--- src/rtl/ssg_pkg.sv ---
package ssg_pkg;

    localparam int PRBS_W = 15;
    localparam logic [PRBS_W-1:0] PRBS_SEED = 15'h0001;

    typedef enum logic {
        DIR_UP = 1'b0,
        DIR_DN = 1'b1
    } ssg_dir_e;

    typedef struct packed {
        logic hi;
        logic lo;
    } ssg_sat_t;

    function automatic int max_int(input int a, input int b);
        return (a > b) ? a : b;
    endfunction

endpackage

--- src/rtl/ssg_prbs.sv ---
module ssg_prbs
    import ssg_pkg::*;
#(
    parameter int W = PRBS_W,
    parameter logic [W-1:0] SEED = PRBS_SEED
) (
    input  logic clk,
    input  logic rst,
    input  logic adv,
    output logic bit_o
);
    localparam int TAP_A = W - 1;
    localparam int TAP_B = W - 2;

    logic [W-1:0] sr_q;

    always_ff @(posedge clk) begin
        if (rst) begin
            sr_q <= SEED;
        end else if (adv) begin
            sr_q <= {sr_q[W-2:0], sr_q[TAP_A] ^ sr_q[TAP_B]};
        end
    end

    assign bit_o = sr_q[0];

endmodule

--- src/rtl/ssg_tri.sv ---
module ssg_tri
    import ssg_pkg::*;
#(
    parameter int AMP_W  = 4,
    parameter int STEP_W = 4,
    parameter int OFF_W  = AMP_W + STEP_W + 1
) (
    input  logic                     clk,
    input  logic                     rst,
    input  logic                     hold_zero,
    input  logic                     adv,
    input  logic [AMP_W-1:0]         amp,
    input  logic [STEP_W-1:0]        step,
    output logic signed [OFF_W-1:0]  off,
    output logic                     tog
);
    localparam int PW = AMP_W + STEP_W;

    logic [STEP_W-1:0]        step_eff;
    logic [PW-1:0]            amp_x;
    logic [PW-1:0]            step_x;
    logic [PW-1:0]            lim_u;
    logic signed [OFF_W-1:0]  lim_s;
    logic signed [OFF_W-1:0]  step_s;
    logic signed [OFF_W-1:0]  nxt_up;
    logic signed [OFF_W-1:0]  nxt_dn;
    ssg_dir_e                 dir_q;

    always_comb begin
        step_eff = (step < STEP_W'(2)) ? STEP_W'(1) : step;
        amp_x    = PW'(amp);
        step_x   = PW'(step_eff);
        lim_u    = amp_x * step_x;
        lim_s    = signed'({1'b0, lim_u});
        step_s   = signed'(OFF_W'(step_eff));
        nxt_up   = off + step_s;
        nxt_dn   = off - step_s;
    end

    always_ff @(posedge clk) begin
        if (rst || hold_zero) begin
            off   <= '0;
            dir_q <= DIR_UP;
            tog   <= 1'b0;
        end else if (adv) begin
            if (amp == '0) begin
                tog <= ~tog;
            end else if (dir_q == DIR_UP) begin
                off <= nxt_up;
                if (nxt_up >= lim_s) dir_q <= DIR_DN;
            end else begin
                off <= nxt_dn;
                if (nxt_dn <= -lim_s) dir_q <= DIR_UP;
            end
        end
    end

endmodule

--- src/rtl/ssg_sat.sv ---
module ssg_sat
    import ssg_pkg::*;
#(
    parameter int FINE_W = 10,
    parameter int OFF_W  = 9
) (
    input  logic [FINE_W-1:0]        fine,
    input  logic signed [OFF_W-1:0]  off,
    output logic [FINE_W-1:0]        sum,
    output ssg_sat_t                 sat
);
    localparam int SUM_W = max_int(FINE_W, OFF_W) + 2;
    localparam logic signed [SUM_W-1:0] TOP = signed'(SUM_W'({FINE_W{1'b1}}));

    logic signed [SUM_W-1:0] raw;

    always_comb begin
        raw    = signed'(SUM_W'(fine)) + SUM_W'(off);
        sat.hi = (raw > TOP);
        sat.lo = (raw < 0);
        if (sat.hi)      sum = {FINE_W{1'b1}};
        else if (sat.lo) sum = '0;
        else             sum = raw[FINE_W-1:0];
    end

endmodule

--- src/rtl/ssg_fine_mod.sv ---
module ssg_fine_mod
    import ssg_pkg::*;
#(
    parameter int FINE_W = 10,
    parameter int AMP_W  = 4,
    parameter int STEP_W = 4
) (
    input  logic              clk,
    input  logic              rst,
    input  logic              en,
    input  logic              prbs_sel,
    input  logic [AMP_W-1:0]  amp,
    input  logic [STEP_W-1:0] step,
    input  logic [FINE_W-1:0] fine_in,
    input  logic              tick,
    input  logic              flag_clr,
    output logic [FINE_W-1:0] fine_out,
    output logic              ovf,
    output logic              udf
);
    localparam int OFF_W = AMP_W + STEP_W + 1;

    logic [AMP_W-1:0]         amp_q;
    logic [STEP_W-1:0]        step_q;
    logic                     cfg_chg;
    logic                     hold_zero;
    logic                     prbs_bit;
    logic                     qtick;
    logic signed [OFF_W-1:0]  offset;
    logic                     tog;
    logic [FINE_W-1:0]        sat_sum;
    ssg_sat_t                 sat;
    logic                     tri_mode;

    always_ff @(posedge clk) begin
        if (rst) begin
            amp_q  <= '0;
            step_q <= '0;
        end else begin
            amp_q  <= amp;
            step_q <= step;
        end
    end

    assign cfg_chg   = (amp != amp_q) || (step != step_q);
    assign hold_zero = !en || cfg_chg;
    assign qtick     = tick && (!prbs_sel || prbs_bit);
    assign tri_mode  = (amp != '0);

    ssg_prbs #(.W(PRBS_W), .SEED(PRBS_SEED)) u_prbs (
        .clk   (clk),
        .rst   (rst),
        .adv   (tick),
        .bit_o (prbs_bit)
    );

    ssg_tri #(.AMP_W(AMP_W), .STEP_W(STEP_W), .OFF_W(OFF_W)) u_tri (
        .clk       (clk),
        .rst       (rst),
        .hold_zero (hold_zero),
        .adv       (qtick),
        .amp       (amp),
        .step      (step),
        .off       (offset),
        .tog       (tog)
    );

    ssg_sat #(.FINE_W(FINE_W), .OFF_W(OFF_W)) u_sat (
        .fine (fine_in),
        .off  (offset),
        .sum  (sat_sum),
        .sat  (sat)
    );

    always_comb begin
        if (!en)           fine_out = fine_in;
        else if (tri_mode) fine_out = sat_sum;
        else               fine_out = fine_in ^ FINE_W'(tog);
    end

    always_ff @(posedge clk) begin
        if (rst) begin
            ovf <= 1'b0;
            udf <= 1'b0;
        end else begin
            ovf <= (ovf && !flag_clr) || (en && tri_mode && sat.hi);
            udf <= (udf && !flag_clr) || (en && tri_mode && sat.lo);
        end
    end

endmodule

--- config.mk ---
export PLATFORM = sky130hd
export DESIGN_NAME = ssg_fine_mod
export DESIGN_NICKNAME = d
export VERILOG_FILES = /design/src/rtl/ssg_pkg.sv /design/src/rtl/ssg_prbs.sv /design/src/rtl/ssg_tri.sv /design/src/rtl/ssg_sat.sv /design/src/rtl/ssg_fine_mod.sv
export SDC_FILE = /design/constraint.sdc
export NUM_CORES = 1
export LEC_CHECK = 0
export BUFFER_PORTS_ARGS = -buffer_cell sky130_fd_sc_hd__clkbuf_2
export CAP_MARGIN = 20
export CORE_ASPECT_RATIO = 1.1
export CORE_MARGIN = 10
export CORE_UTILIZATION = 57
export DETAILED_ROUTE_END_ITERATION = 7
export PLACE_DENSITY = 0.73
export SLEW_MARGIN = 0
export SYNTH_ARGS = -nofsm -noshare
export SYNTH_HDL_FRONTEND = slang
export SYNTH_SLANG_ARGS = --single-unit
--- constraint.sdc ---
create_clock -name clk -period 4.95 [get_ports clk]
set_clock_uncertainty 0.05 [all_clocks]
set_input_delay 0.495 -clock clk [delete_from_list [all_inputs] [get_ports clk]]
set_output_delay 0.495 -clock clk [all_outputs]
set_load 0.1 [all_outputs]
==> reports/results.tsv, run 1 <==
metric	value	unit
largest net degree at the start of global routing	26	
Worst-path clk slew	0.08	ns
final setup violation count	0	
grt total ovfl	0	
register area share after synthesis	19.8	%
Pleak	1.82	nW
mapped cell area	3650	µm²
Worst Hold Class	reg2reg	
drt drc	0	
Final Hold Fails	0	
Initial Util	58.9	%
Setup crit start kind	primary input	
post-synth cell types	61	
Top FF cell, synth	dfxtp_1	
Synth Area in Simple Gates	20.8	%
top-level port count	36	
core box area	6190	µm²
Max Cap Viol	0	
Slew headroom	56.6	%
highest net fanout along the worst path	8	
CP max-delay cell	fa_1	
Post-CTS Setup Inserts	0	
Setup crit end kind	flop	
Die Y	104	µm
final worst path period share	86.3	%
num rows	30	
CP top delay family	adder cells	
status	completed	
CTS Buffer Depth	2	
Post-CTS Resized	0	
Setup Crit Path Kind	in2reg	
final instance area	3970	µm²
htree depth	2	
CP required	5.06	ns
CTS tree	yes	
I/O Buffers	35	
Total GRT Usage	16.3	%
PwrDens	220	nW/µm²
yosys warns	0	
Post-Synth Adder-Cell Area	21.0	%
Synth Area in Compound Gates	18.8	%
RSZ-0062 raised after global routing	no	
VDD IR-drop max	0.188	mV
WHS	0.442	ns
Nets	548	
DIE AREA	10000	µm²
Post-DP Area	3860	µm²
Async S/R FF share, synth	0	%
vias in the first global route	3059	
final setup margin	0.678	ns
setup TNS	0	ns
Mapped Nets	521	
Synth area leader	dfxtp_1	
DR iter-0 viols	83	
total CTS buffers	5	
clock network latency to the later pin of the worst-skew pair	0.28	ns
commonest cells in the netlist	50 x ha_1, 42 x nor2_1, 37 x nand2_1, 36 x dfxtp_1, 27 x xnor2_1	
CP max stage delay	0.54	ns
post-synthesis mux area share	5.28	%
Final Util	64.1	%
Fmax achieved	234	MHz
antenna violations before repair	0	
post-DP HPWL	6.63	mm
n_diodes	0	
CP cell instances	clkbuf_2 > nand2_1 > fa_1 > inv_1 > fa_1 > ha_1 > a21o_1 > a21oi_1 > xnor2_1 > nand3_1 > xnor2_1 > ha_1 > a21o_1 > a211oi_1 > o21ai_0 > a211oi_1 > o32ai_1	
DP Worst Slack	0.394	ns
Tightest Pin Transition	0.650	ns
main combinational cell family by area after synthesis	adder cells	
WL final	8.07	mm
syn_area_per_cell	8.29	µm²
Pre-antenna DRT Iters	4	
first-pass GRT wire length	13.7	mm
Hold-fix buffers, CTS	0	
Layout area overhead	8.78	%
crit path time final	4.27	ns
Critical Path AT	4.38	ns
Via-to-Cell Ratio	5.72	
XOR/XNOR Fraction of Synth Area	9.61	%
layout cells sized above 1	12.2	%
Final ANT Viol Nets	0	
Routed WL per cell	14.7	µm
GPL Wtd Cong	0.926	
root buffer cell	clkbuf_8	
clock sink count	36	
#FFs+latches synth	36	
Crit path buffers/inverters	2	
top cell type's share of synthesized area	19.8	%
Syn Inst Count	440	
max-slew violations	0	
top cells by area, synth	dfxtp_1 20%, ha_1 17%, xnor2_1 6.5%	
vias	3134	
most frequent cell after synthesis	ha_1	
die width	96.3	µm
Post-synth EDFFs	0	
## final cells by class
cell class / count / area (µm²)
Timing Repair Buffer: 37 / 190
Sequential cell: 36 / 721
Inverter: 24 / 90.1
Multi-Input combinational cell: 363 / 2760
Clock inverter: 3 / 42.5
Fill cell: 574 / 2230
Clock buffer: 5 / 68.8
Tap cell: 80 / 100
## worst paths after layout
kind,startpoint,to,slack [ns],depth (start not counted)
setup reg to reg,u_tri.off[0]$_SDFFE_PP0P_,u_tri.dir_q$_SDFFE_PP0P_,1.58,13
hold / removal,u_prbs.sr_q[5]$_SDFFE_PP0P_,u_prbs.sr_q[5]$_SDFFE_PP0P_,0.44,2
hold reg to reg,u_prbs.sr_q[5]$_SDFFE_PP0P_,u_prbs.sr_q[5]$_SDFFE_PP0P_,0.44,2
setup / recovery,step[3],u_tri.dir_q$_SDFFE_PP0P_,0.68,17
## cell usage in the layout, fill, tap and decap left out, types with 3 or more instances in the layout
cell type	count
inv_1	23
ha_1	50
xnor2_1	27
nor3_1	8
xor2_1	13
o21ai_0	12
nand2_1	37
o21a_1	4
o21bai_1	3
nor2b_1	12
nand2b_1	7
nand3_1	11
nand4_1	6
mux2i_1	17
and2_1	11
or3_1	3
or4_1	5
o2111ai_1	4
clkbuf_8	5
a21o_1	8
a211oi_1	5
a22oi_1	5
dfxtp_1	36
a21oi_1	21
clkbuf_2	35
nor2_1	42
fa_1	7
o211ai_1	9
## metrics by stage
stage / power [mW] / instances
global placement: 0.616 / 540
finish: 0.874 / 548
detailed placement: 0.625 / 540
CTS: 0.883 / 548
global route: 0.931 / 548
floorplan: 0.556 / 440
## registers in the layout (all words and copies together), names as in the netlist
register / cells
u_prbs.sr_q: 15
u_tri.dir_q: 1
udf: 1
u_tri.off: 9
ovf: 1
amp_q: 4
step_q: 4
u_tri.tog: 1
## cells by family after synthesis
logic type | Yosys count
AO/OA/AOI/OAI | 95
XOR/XNOR | 40
adder cells (fa/ha/maj) | 57
buffers and inverters | 41
flip-flops | 36
multiplexers | 18
AND/OR/NAND/NOR | 153
## where the power goes
group	internal, mW	total, mW	switching (mW)
logic	0.121	0.321	0.200
registers	0.295	0.297	0.00245
clock network	0.149	0.256	0.107
## per-layer routing
| layer | wire length (µm) | track usage (%) | vias up | share of wire [%] |
|---|---|---|---|---|
| met5 | 0 | 0 | - | 0 |
| met4 | 19 | 2.85 | 0 | 0.24 |
| met3 | 358 | 2.89 | 2 | 4.4 |
| met2 | 3920 | 27.3 | 55 | 49 |
| met1 | 3780 | 21.2 | 1454 | 47 |
| li1 | - | - | 1623 | - |
## tightest hold or removal path, delay by kind of cell, from the launching register on
family | cells | cell delay (ns)
simple gates | 1 | 0.07
mux | 1 | 0.06
flops | 1 | 0.32
Power figures use the tool's default switching activity.
==> inputs of run 2 (changes only) <==
--- a/config.mk
+++ b/config.mk
@@ -10,7 +10,7 @@
 export CORE_ASPECT_RATIO = 1.1
 export CORE_MARGIN = 10
-export CORE_UTILIZATION = 57
+export CORE_UTILIZATION = 30
 export DETAILED_ROUTE_END_ITERATION = 7
-export PLACE_DENSITY = 0.73
+export PLACE_DENSITY = 0.42
 export SLEW_MARGIN = 0
 export SYNTH_ARGS = -nofsm -noshare
--- a/constraint.sdc
+++ b/constraint.sdc
@@ -3,3 +3,3 @@
 set_input_delay 0.495 -clock clk [delete_from_list [all_inputs] [get_ports clk]]
 set_output_delay 0.495 -clock clk [all_outputs]
-set_load 0.1 [all_outputs]
+set_load 0.01 [all_outputs]
==> reports/results.tsv, run 2 (synthesis results as in run 1) <==
metric	value	unit
status	completed	
WL final	9.20	mm
GPL Wtd Cong	0.797	
CTS Buffer Depth	2	
R2R Setup Slk	1.62	ns
vias	3150	
DR iter-0 viols	162	
Worst Hold Launch	ovf$_SDFF_PP0_	
sequential power share	33.2	%
Die Y	136	µm
Setup crit end kind	flop	
Critical R2R Launch	u_tri.off[0]$_SDFFE_PP0P_	
Hold-fix buffers, CTS	0	
Max Cap Viol	0	
die width	125	µm
antenna violations before repair	0	
Worst-path clk slew	0.06	ns
WHS	0.420	ns
Hold Path End	ovf$_SDFF_PP0_	
Pint	0.627	mW
multi-input combinational cell area	2760	µm²
Layout area overhead	12.5	%
CP top delay family	adder cells	
RSZ-0062 raised after global routing	no	
Post-CTS Setup Inserts	0	
Switching Fraction	30.2	%
P_sw	0.271	mW
PwrDens	219	nW/µm²
Nets	548	
DR top layer	met4	
clock sink count	36	
Top Registers	u_prbs.sr_q: 15 flops, u_tri.off: 9 flops	
Total GRT Usage	10.9	%
overall power	0.898	mW
Largest register FFs	15	
CP required	5.04	ns
vias in the first global route	3161	
Fmax achieved	239	MHz
I/O Buffers	35	
clock network latency to the later pin of the worst-skew pair	0.28	ns
crit path time final	4.19	ns
n_diodes	0	
Tightest Pin Transition	0.680	ns
DIE AREA	17000	µm²
top-level port count	36	
routed length on met3	309	µm
Setup Crit Path Kind	in2reg	
largest net degree at the start of global routing	26	
CP max stage delay	0.53	ns
num rows	42	
met2 routed WL	4.22	mm
htree depth	2	
Final ANT Viol Nets	0	
Pre-antenna DRT Iters	5	
commonest non-fill, non-tap cell in the layout	ha_1	
CTS tree	yes	
R2R depth	13	
total CTS buffers	5	
core box area	12000	µm²
most frequent cells in the layout	50 x ha_1, 42 x nor2_1, 37 x nand2_1	
VDD IR-drop max	0.115	mV
M1 WL	4.60	mm
fill count	1294	
Largest Register	u_prbs.sr_q	
max-slew violations	0	
final setup violation count	0	
CP max-delay cell	fa_1	
first-pass GRT wire length	15.7	mm
Hold Path Stages	2	
Clk pwr share	36.7	%
Setup crit start kind	primary input	
FF+latch area	721	µm²
highest net fanout along the worst path	8	
CP cell instances	clkbuf_2 > nand2_1 > fa_1 > inv_1 > fa_1 > ha_1 > a21o_1 > a21oi_1 > xnor2_1 > nand3_1 > xnor2_1 > ha_1 > a21o_1 > a211oi_1 > o21ai_0 > a211oi_1 > o32ai_1	
final worst path period share	84.6	%
layout cells sized above 1	12.0	%
setup TNS	0	ns
drt drc	0	
Post-CTS Resized	0	
root buffer cell	clkbuf_16	
Critical Path AT	4.27	ns
Slew headroom	54.6	%
Pleak	1.84	nW
Initial Util	30.4	%
Via-to-Cell Ratio	5.07	
combinational share of power	30.1	%
R2R Path End	u_tri.dir_q$_SDFFE_PP0P_	
grt total ovfl	0	
Worst Hold Class	reg2reg	
Crit path buffers/inverters	2	
Final Hold Fails	0	
post-DP HPWL	7.53	mm
Routed WL per cell	14.8	µm
run 2: area by class of cell:
class	count	share of cell area, %
timing repair buffer	37	4.64
tap	154	4.70
clock buffer	7	3.72
multi-input combinational	363	67.2
inverter	24	2.20
sequential	36	17.6
run 2: worst max path at each step:
| stage | startpoint | endpoint | slack (ns) | cells after the start |
|---|---|---|---|---|
| 2_1_floorplan | amp[0] | u_tri.dir_q$_SDFFE_PP0P_ | 0.91 | 16 |
| 3_3_place_gp | amp[0] | u_tri.dir_q$_SDFFE_PP0P_ | 0.52 | 17 |
| 3_5_place_dp | step[3] | u_tri.dir_q$_SDFFE_PP0P_ | 0.44 | 17 |
| 4_1_cts | amp[0] | u_tri.dir_q$_SDFFE_PP0P_ | 0.73 | 17 |
| 5_1_grt | step[3] | u_tri.dir_q$_SDFFE_PP0P_ | 0.44 | 17 |
| 6_report | step[3] | u_tri.dir_q$_SDFFE_PP0P_ | 0.76 | 17 |
run 2: per-layer routing:
metal / track usage [%] / up-vias
met2: 18.2 / 62
met3: 1.72 / 4
met1: 14.5 / 1466
met4: 2.30 / 0
li1: - / 1618
met5: 0 / -
run 2: worst register-to-register path: cells and delay by family (launching register included):
kind	cells	cell delay (ns)
compound gates	7	1.57
flops	1	0.35
xor+xnor	1	0.24
fa+ha+maj	3	0.84
buf+inv	2	0.14
run 2: power by group through the flow:
stage / Clock, mW / Sequential, mW / Combinational [mW]
finish: 0.330 / 0.298 / 0.270
global route: 0.351 / 0.298 / 0.316
CTS: 0.340 / 0.298 / 0.276
detailed placement: 0 / 0.304 / 0.274
global placement: 0 / 0.304 / 0.274
floorplan: 0 / 0.303 / 0.203
run 2: through the flow:
step                instances  setup slack, ns  util [%]  cell area, µm²
finish                    621            0.765      34.2            4100
global route              621            0.443      34.2            4100
CTS                       621            0.732      34.2            4100
detailed placement        614            0.437      33.0            3950
global placement          614            0.522      33.0            3950
floorplan                 440            0.915         -            3650
==> inputs of run 3 (changes only) <==
- PLACE_DENSITY: 0.42 -> 0.44
- clock period: 4.95 -> 3.7 ns (I/O delays scaled with it)
==> reports/results.tsv, run 3 (synthesis results as in run 1) <==
metric	value	unit
status	completed	
top-level port count	36	
Setup crit start kind	primary input	
Max Cap Viol	0	
layout cells sized above 1	20.8	%
DP Worst Slack	-0.449	ns
Fmax achieved	272	MHz
vias	3224	
VDD IR-drop max	0.148	mV
Die Y	136	µm
first-pass GRT wire length	15.5	mm
Largest register FFs	15	
Pleak	2.04	nW
commonest non-fill, non-tap cell in the layout	ha_1	
P_sw	0.406	mW
Pint	0.869	mW
Nets	579	
grt total ovfl	0	
clock network latency to the later pin of the worst-skew pair	0.29	ns
Top Registers	u_prbs.sr_q: 15 flops, u_tri.off: 9 flops	
final setup margin	0.0266	ns
setup TNS	0	ns
Worst-path clk slew	0.06	ns
CTS tree	yes	
antenna violations before repair	0	
PwrDens	286	nW/µm²
Layout area overhead	22.4	%
post-DP HPWL	7.40	mm
Final ANT Viol Nets	0	
Pre-antenna DRT Iters	4	
combinational share of power	35.8	%
largest net degree at the start of global routing	26	
CP cell instances	clkbuf_8 > nand2_4 > fa_1 > inv_2 > fa_1 > fa_2 > a21o_1 > a21oi_2 > xnor2_2 > xnor2_1 > ha_1 > a21o_1 > a211oi_2 > o21ai_1 > a211oi_2 > o32ai_1	
Hold-fix buffers, CTS	0	
Initial Util	30.4	%
num rows	42	
max-slew violations	0	
Final Util	37.3	%
Clk pwr share	32.9	%
n_diodes	0	
Post-DP Area	4190	µm²
htree depth	2	
final instance area	4470	µm²
Worst Hold Class	in2reg	
die width	125	µm
clock sink count	36	
Setup crit end kind	flop	
final setup violation count	0	
crit path time final	3.67	ns
WL final	9.07	mm
CP required	3.80	ns
GPL Wtd Cong	0.766	
sequential power share	31.2	%
most frequent cells in the layout	50 x ha_1, 42 x nor2_1, 36 x dfxtp_1	
drt drc	0	
Via-to-Cell Ratio	4.94	
fill count	1262	
Routed WL per cell	13.9	µm
vias in the first global route	3234	
Tightest Pin Transition	0.531	ns
DIE AREA	17000	µm²
CP max stage delay	0.54	ns
post-route insts no fill	653	
I/O Buffers	35	
root buffer cell	clkbuf_16	
DR iter-0 viols	152	
CP max-delay cell	fa_1	
Total GRT Usage	10.7	%
Critical Path AT	3.77	ns
Slew headroom	64.6	%
final worst path period share	99.3	%
Final Hold Fails	0	
CTS Buffer Depth	2	
Switching Fraction	31.8	%
core box area	12000	µm²
Setup Crit Path Kind	in2reg	
RSZ-0062 raised after global routing	yes	
Largest Register	u_prbs.sr_q	
Post-Place Cells	642	
highest net fanout along the worst path	3	
total CTS buffers	5	
[run 3: worst paths after layout]
path,from,to,slack [ns],depth (start not counted)
worst max register to register,u_tri.off[0]$_SDFFE_PP0P_,u_tri.dir_q$_SDFFE_PP0P_,0.55,13
worst min register to register,ovf$_SDFF_PP0_,ovf$_SDFF_PP0_,0.43,2
worst min-delay path,flag_clr,ovf$_SDFF_PP0_,0.33,3
worst max-delay path,step[3],u_tri.dir_q$_SDFFE_PP0P_,0.03,16
[run 3: power by group through the flow]
stage	Combinational, mW	Clock (mW)	Sequential [mW]
floorplan	0.279	0	0.406
global placement	0.416	0	0.407
detailed placement	0.419	0	0.407
CTS	0.460	0.433	0.398
global route	0.520	0.448	0.399
finish	0.457	0.420	0.398
[run 3: metal layers]
metal / vias to the layer above / GRT usage (%) / share of wire [%]
met1: 1482 / 14.0 / 49
met2: 54 / 18.1 / 46
met4: 0 / 3.33 / 1.2
met5: - / 0 / 0
met3: 9 / 1.37 / 3.2
li1: 1679 / - / -
[run 3: stage by stage]
stage | hold WS [ns] | power, mW
finish | 0.325 | 1.27
global route | 0.377 | 1.37
CTS | 0.318 | 1.29
detailed placement | 0.430 | 0.826
global placement | 0.410 | 0.823
floorplan | 0.392 | 0.685
[run 3: critical path, delay by kind of cell]
| family | cells | cell delay, ns |
|---|---|---|
| fa+ha+maj | 4 | 1.74 |
| compound gates | 7 | 1.16 |
| xor+xnor | 2 | 0.30 |
| buf+inv | 2 | 0.15 |
| simple gates | 1 | 0.05 |
[run 3: final cells by class]
type	instances	area (µm²)	share of cell area, %
flip-flops and latches	36	721	16.1
well taps	154	193	4.31
inverters	24	90.1	2.02
multi-input cells	363	2860	64.1
repair buffers	68	458	10.3
clock buffers	5	125	2.80
clock inverters	3	18.8	0.420
[run 3: timing repair]
item	in CTS	in global routing
cloned	0	0
setup endpoints to repair	1	1
setup buffers	3	0
pin swaps	22	5
gates resized for setup	18	3
